===== config.mk =====
export PLATFORM = sky130hd
export DESIGN_NAME = burst_sync_detector
export DESIGN_NICKNAME = d
export VERILOG_FILES = /design/src/rtl/burst_sync_pkg.sv /design/src/rtl/sync_pattern_matcher.sv /design/src/rtl/frame_window_timer.sv /design/src/rtl/burst_sync_detector.sv
export SDC_FILE = /design/constraint.sdc
export NUM_CORES = 1
export LEC_CHECK = 0
export BUFFER_PORTS_ARGS = -buffer_cell sky130_fd_sc_hd__buf_4
export CAP_MARGIN = 15
export CORE_MARGIN = 2
export CORE_UTILIZATION = 40
export CTS_CLUSTER_SIZE = 25
export DETAILED_ROUTE_END_ITERATION = 12
export GPL_TIMING_DRIVEN = 0
export SLEW_MARGIN = 20
export SYNTH_ARGS = -nofsm -noshare
export SYNTH_HDL_FRONTEND = slang
export SYNTH_SLANG_ARGS = --single-unit
export TNS_END_PERCENT = 100

===== constraint.sdc =====
create_clock -name clk -period 1.9 [get_ports clk]
set_input_delay 0.285 -clock clk [delete_from_list [all_inputs] [get_ports clk]]
set_output_delay 0.285 -clock clk [all_outputs]
set_load 0.005 [all_outputs]

===== src/rtl/burst_sync_pkg.sv =====
package burst_sync_pkg;
  localparam int WORD_W   = 16;
  localparam int PAT_LEN  = 6;
  localparam int ZERO_RUN = 4;
  localparam int IDX_W    = $clog2(PAT_LEN);

  typedef logic [WORD_W-1:0] word_t;
  typedef logic [IDX_W-1:0]  idx_t;

  localparam idx_t LAST_IDX = idx_t'(PAT_LEN - 1);
  localparam idx_t RUN_IDX  = idx_t'(ZERO_RUN);

  // expected word at each position of the signature
  function automatic word_t sig_word(input idx_t pos);
    case (pos)
      idx_t'(4): sig_word = 16'hF872;
      idx_t'(5): sig_word = 16'h4E1F;
      default:   sig_word = '0;
    endcase
  endfunction
endpackage


===== src/rtl/sync_pattern_matcher.sv =====
module sync_pattern_matcher
  import burst_sync_pkg::*;
(
  input  logic  clk,
  input  logic  rst,
  input  logic  word_vld,
  input  word_t word_data,
  output logic  hit
);
  idx_t pos_q, pos_d;
  logic hit_d;
  logic is_zero, is_expected;

  assign is_zero     = (word_data == '0);
  assign is_expected = (word_data == sig_word(pos_q));

  always_comb begin
    pos_d = pos_q;
    hit_d = 1'b0;
    if (word_vld) begin
      if (is_expected) begin
        if (pos_q == LAST_IDX) begin
          pos_d = '0;
          hit_d = 1'b1;
        end else begin
          pos_d = pos_q + idx_t'(1);
        end
      end else if (is_zero) begin
        // keep the longest usable zero run
        pos_d = (pos_q == RUN_IDX) ? RUN_IDX : idx_t'(1);
      end else begin
        pos_d = '0;
      end
    end
  end

  always_ff @(posedge clk) begin
    if (rst) begin
      pos_q <= '0;
      hit   <= 1'b0;
    end else begin
      pos_q <= pos_d;
      hit   <= hit_d;
    end
  end


  hit_source_chk: assert property (@(posedge clk) disable iff (rst)
    hit |-> $past(word_vld) && ($past(word_data) == 16'h4E1F));


  idle_hold_chk: assert property (@(posedge clk) disable iff (rst)
    !$past(word_vld) |-> ($stable(pos_q) && !hit));


  pos_range_chk: assert property (@(posedge clk) disable iff (rst)
    pos_q <= LAST_IDX);
endmodule


===== src/rtl/frame_window_timer.sv =====
module frame_window_timer #(
  parameter int WINDOW_FRAMES = 4096
) (
  input  logic clk,
  input  logic rst,
  input  logic restart,
  input  logic frame_stb,
  output logic active
);
  localparam int CW = (WINDOW_FRAMES > 1) ? $clog2(WINDOW_FRAMES) : 1;
  localparam logic [CW-1:0] LIMIT = CW'(WINDOW_FRAMES - 1);

  logic [CW-1:0] cnt_q;

  always_ff @(posedge clk) begin
    if (rst) begin
      cnt_q  <= LIMIT;
      active <= 1'b0;
    end else if (restart) begin
      cnt_q  <= '0;
      active <= 1'b1;
    end else if (frame_stb && active) begin
      if (cnt_q == LIMIT) begin
        active <= 1'b0;
      end else begin
        cnt_q <= cnt_q + CW'(1);
      end
    end
  end


  rise_cause_chk: assert property (@(posedge clk) disable iff (rst)
    $rose(active) |-> $past(restart));


  restart_on_chk: assert property (@(posedge clk) disable iff (rst)
    restart |=> active);


  fall_cause_chk: assert property (@(posedge clk) disable iff (rst)
    $fell(active) |-> $past(frame_stb) && !$past(restart));
endmodule


===== src/rtl/burst_sync_detector.sv =====
module burst_sync_detector #(
  parameter int WINDOW_FRAMES = 4096
) (
  input  logic        clk,
  input  logic        rst,
  input  logic        word_vld,
  input  logic [15:0] word_data,
  input  logic        frame_stb,
  output logic        detect
);
  logic sig_hit;

  sync_pattern_matcher u_match (
    .clk       (clk),
    .rst       (rst),
    .word_vld  (word_vld),
    .word_data (word_data),
    .hit       (sig_hit)
  );

  frame_window_timer #(.WINDOW_FRAMES(WINDOW_FRAMES)) u_window (
    .clk       (clk),
    .rst       (rst),
    .restart   (sig_hit),
    .frame_stb (frame_stb),
    .active    (detect)
  );


  collide_chk: assert property (@(posedge clk) disable iff (rst)
    (sig_hit && frame_stb) |=> detect);
endmodule


# ---- Word level (Yosys, flattened, before mapping)
# Index checks and enable logic that the tools add are counted.
dict set report totals {
  register_bits 17
  inputBits 20
  output_inout_bits 1
  wordCells 32
}
dict set report op_classes {
  addsub 2
  n_eq_ne 5
  mux 12
  n_bitwise 2
  n_reduce_logical 7
}
# op count
set op_table {}
lappend op_table {{$mux 12} 3}
lappend op_table {{$pmux 16 s2} 1}
lappend op_table {{$eq 16x16->1} 1}
lappend op_table {{$logic_not 16->1} 1}
lappend op_table {{$add 12x1->12 const B} 1}
lappend op_table {{$eq 12x12->1 const B} 1}
lappend op_table {{$mux 3} 4}
lappend op_table {{$eq 3x3->1 const B} 2}
lappend op_table {{$mux 1} 4}
lappend op_table {{$reduce_and 2->1} 2}
lappend op_table {{$reduce_bool 2->1} 2}
lappend op_table {{$add 3x1->3 const B} 1}
lappend op_table {{$reduce_or 3->1} 1}
lappend op_table {{$ne 2x2->1 const B} 1}
lappend op_table {{$not 1->1} 2}
lappend op_table {{$logic_and 1x1->1} 1}

# ---- Depth between registers and ports, before layout
dict set report logic_depth {
  ltp_word 5
  ltp_mapped 6
  depth_no_buf 6
}

# ---- Hierarchy
# A second synthesis with hierarchy kept.
dict set report unflattened {
  hier_cells 125
  hier_area_um2 1059.8
}
# module n_inst cells_per_inst area_each_um2
set by_module_without_submodules {}
lappend by_module_without_submodules {frame_window_timer 1 85 732.0}
lappend by_module_without_submodules {sync_pattern_matcher 1 40 327.8}

# ---- Worst setup path before layout
# No wires, ideal clock.
dict set report synth_timing {
  path_type {input to register}
  startpoint {input port word_data[6]}
  endpoint {register u_match.pos_q[0]}
  arrival_time_ps 1724
  slack_ps 81
  path_stages 5
  n_path_buf 0
  path_cell_list {or4_4 > or4_4 > nor4b_2 > o21ai_1 > o311ai_1}
}
dict set report synth_between {
  elab_chain_cells 3
  elab_cells_between_ends 4
  cone_classes {1 x eq/ne; 2 x mux; 1 x reduce/logical}
}
# element line
set synth_rtl {}
lappend synth_rtl {{from (decl)} burst_sync_detector.sv:7} ;# input logic [15:0] word_data,
lappend synth_rtl {{$logic_not 16->1} sync_pattern_matcher.sv:14} ;# assign is_zero = (word_data == '0);
lappend synth_rtl {{$mux 3} sync_pattern_matcher.sv:28} ;# end else if (is_zero) begin
lappend synth_rtl {{$mux 3 *} sync_pattern_matcher.sv:21} ;# if (is_expected) begin
lappend synth_rtl {{to (signal assigned)} sync_pattern_matcher.sv:42} ;# pos_q <= pos_d;
lappend synth_rtl {{to (decl)} sync_pattern_matcher.sv:10} ;# idx_t pos_q, pos_d;
# Every way passes the cells marked *; elsewhere a longest branch is shown, timed or not.
# A chain may end at the register's enable or synchronous reset.

# ---- Final worst setup path
dict set report layout_timing {
  startpoint {register u_match.pos_q[0]}
  endpoint {register u_match.pos_q[0]}
}
dict set report layout_between {
  elab_chain_cells 4
  elab_cells_between_ends 9
  cone_classes {1 x add/sub; 3 x eq/ne; 5 x mux}
}
# element line
set layout_rtl {}
lappend layout_rtl {{$eq 3x3->1, on equally long branches} {burst_sync_pkg.sv:15, sync_pattern_matcher.sv:22, sync_pattern_matcher.sv:30}}
lappend layout_rtl {{$pmux 16 s2 or $mux 3 (tied branches)} {burst_sync_pkg.sv:15, sync_pattern_matcher.sv:30}}
lappend layout_rtl {{$eq 16x16->1 or $mux 3 (tied branches)} {sync_pattern_matcher.sv:15, sync_pattern_matcher.sv:28}}
lappend layout_rtl {{$mux 3 *} sync_pattern_matcher.sv:21}
# Marks and branches as above.

==> parameters.txt <==
Parameter                              Value

Placed design
  Pre-CTS setup slack ... -0.102 ns
  Count of buffers inserted at the top-level ports ... 19
  Half-perimeter wire length of the detailed placement result ... 1570 um
  Last weighted congestion value of the routability-driven placer ... 0.796

Pwr
  Maximum VDD drop ... 313 uV
  Power per cell area ... 514 nW/um2
  Leakage component of the power ... 0.460 nW

STA
  Unrepaired setup endpoints after global routing ... no
  Final TNS setup ... 0 ns
  Number of setup violations in the final report ... 0
  Final Slew Violations ... 0
  Final hold viol count ... 0
  Min Hold Slack ... 0.218 ns
  Worst relative slew slack ... 0.704
  Slew at the pin closest to its max-slew limit ... 0.444 ns
  Post-Route Skew ... 0.00181 ns
  Final period utilization ... 0.935
  Smallest setup slack after layout ... 0.123 ns
  Final Critical Period ... 1.78 ns
  Maximum clock rate ... 0.563 GHz

Worst setup path
  Kind of start point of the critical path ... flip-flop
  Path type of the worst setup path ... reg2reg
  Nature of the critical path endpoint ... flip-flop
  Slowest cell delay on critical path ... 0.53 ns
  Data required, critical path ... 2.12 ns
  Highest-delay cell along the critical path ... or3b_2
  Dominant delay contributor by cell family on the critical path ... simple AND/OR/NAND/NOR gates
  Crit Path Max Fanout ... 6
  Count of buffering cells on the critical path with inverters included ... 0
  Ordered list of cells on the worst path ... or3b_2, o41ai_2, a21oi_2, or4_1, o311ai_1
  Worst Path Arrival ... 1.99 ns

Cells and area
  Fillers ... 223
  Share of cells above drive strength 1 ... 0.246
  Reg area ... 342 um2
  Total area of multi-input combinational cells ... 647 um2
  Area growth from synthesis to layout ... 21.6%
  Antenna diode instance count ... 0
  Final Net Count ... 160

Yosys
  Register bit count reported by yosys ... 17
  Post-synth top area share ... 0.340
  Post-synth EDFFs ... 0
  Number of distinct library cells after synthesis ... 41
  Top post-synthesis cells by count ... dfxtp_1 (17), nand4_1 (10), a21o_1 (9), nand2_1 (9)
  Register area share after synthesis ... 0.340
  Async set or reset register ratio after synthesis ... 0
  Synthesized netlist cell count ... 115
  Number of nets in the synthesized netlist ... 136
  Synth Warn # ... 0
  Post-synthesis cell type with the largest combined area ... dfxtp_1
  Top post-synthesis cells by area ... dfxtp_1 (34%), a21o_1 (6.8%), nand4_1 (6.3%), xnor2_1 (5.2%), nand2_1 (3.4%)
  Area of the mapped netlist ... 1000 um2
  Most repeated cell in the gate-level netlist after synthesis ... dfxtp_1
  Mean post-synth cell area ... 8.70 um2
  Dominant register cell in the synthesized netlist ... dfxtp_1

Detailed routing
  Average wire per cell in the routed design ... 12.0 um
  Highest metal layer used by the detailed router ... met4
  WL met2 ... 902 um
  Vias ... 936
  Detailed-routing wirelength on met1 ... 959 um
  Via density per instance ... 5.57
  Drt first-iter violations ... 12
  Post-Route WL ... 2010 um
  Count of TritonRoute iterations in the first routing pass ... 4
  Routed wire length on met3 ... 89 um
  Antenna Nets Post-Route ... 0
  DRC Markers ... 0

Clocking
  # clock sinks ... 17
  Worst-path clk slew ... 0.10 ns
  Clock latency on the worst-skew pair ... 0.30 ns
  Number of levels the H-tree was split into ... 1
  Clock buffers created by TritonCTS ... 3
  Post-CTS setup repair buffer count ... 0
  Root buffer selected by CTS ... clkbuf_4
  Maximum number of buffers from clock root to sink ... 2
  TritonCTS clock tree ... yes

Min path
  Hold crit path type ... in2reg

Floorplan
  Row count ... 18
  Area enclosed by the die boundary ... 2920 um2
  Core Footprint ... 2430 um2
  Total I/O pin count ... 21
  Die span in x ... 54.0 um
  Effective utilization at floorplan ... 0.412
  Vertical extent of the die ... 54.0 um

GRT
  Gr usage total ... 0.171
  Global-route wire length before repair ... 3640 um
  Maximum number of pins on one net before global-route repair ... 11
  Via count of the first global-routing pass ... 848
  Remaining global-route overflow ... 0
  Number of antenna violations at the first check in global routing ... 0

Flow run
  Maxcap violations ... 0

Status
  Status ... complete, no violations
[worst paths after layout]
| path | end | startpoint | slack, ns | depth (start not counted) |
|---|---|---|---|---|
| setup reg to reg | u_match.pos_q[0] | u_match.pos_q[0] | 0.12 | 5 |
| setup / recovery | u_match.pos_q[0] | u_match.pos_q[0] | 0.12 | 5 |
| hold / removal | u_window.cnt_q[0] | rst | 0.22 | 2 |
| hold reg to reg | u_window.active | u_window.active | 0.50 | 2 |
[routing by layer]
layer  vias up  GRT usage
li1        484          -
met1       421      0.214
met2        26      0.278
met3         5     0.0194
met4         0      0.108
met5         -          0
[cell usage in the layout, fill, tap and decap left out, types with 3 or more instances in the layout]
cell | netlist | final
nand4_1 | 10 | 10
xor2_1 | 3 | 3
nor3_1 | 4 | 3
clkbuf_4 | 0 | 3
dfxtp_1 | 17 | 16
a21oi_1 | 4 | 3
nand2_1 | 9 | 9
nor4_1 | 3 | 3
nor2_1 | 6 | 6
buf_4 | 1 | 20
xnor2_1 | 6 | 6
a21o_1 | 9 | 9
nand3_1 | 4 | 4
[kinds of logic after synthesis]
family          count (synthesis)  synth area share
compound gates                 25             0.189
xor+xnor                        9            0.0788
fa+ha+maj                       1            0.0125
buf+inv                         5            0.0225
flops                          17             0.340
mux                             2            0.0200
simple gates                   56             0.338
[per-stage QoR]
step	utilization	cell area, um2	total power, mW	cells
3_3_place_gp	0.486	1180	0.428	164
6_report	0.501	1220	0.626	168
5_1_grt	0.501	1220	0.649	168
3_5_place_dp	0.486	1180	0.429	164
2_1_floorplan	-	1000	0.389	115
4_1_cts	0.496	1210	0.626	168
[timing repair]
| action | CTS | global route |
|---|---|---|
| endpoints found under the setup margin | 0 | 6 |
| hold buffers | 0 | 0 |
| resized for setup | 0 | 3 |
[area by class of cell]
type / count / share of cell area
well taps: 30 / 0.0308
plain buffers: 2 / 0.00925
multi-input cells: 93 / 0.531
inverters: 3 / 0.00925
repair buffers: 19 / 0.117
flip-flops and latches: 17 / 0.281
clock buffers: 4 / 0.0216
[flip-flops by register name, summed over array words and instances (netlist names)]
register,count
u_window.active,1
u_match.pos_q,3
u_window.cnt_q,12
u_match.hit,1
[power breakdown]
| group | leakage (nW) | internal (mW) | total (mW) | switching, mW |
|---|---|---|---|---|
| sequential | 0.138 | 0.357 | 0.359 | 0.00172 |
| clock | 0.0150 | 0.0820 | 0.205 | 0.123 |
| combinational | 0.307 | 0.0358 | 0.0619 | 0.0261 |
Power figures use the tool's default switching activity.
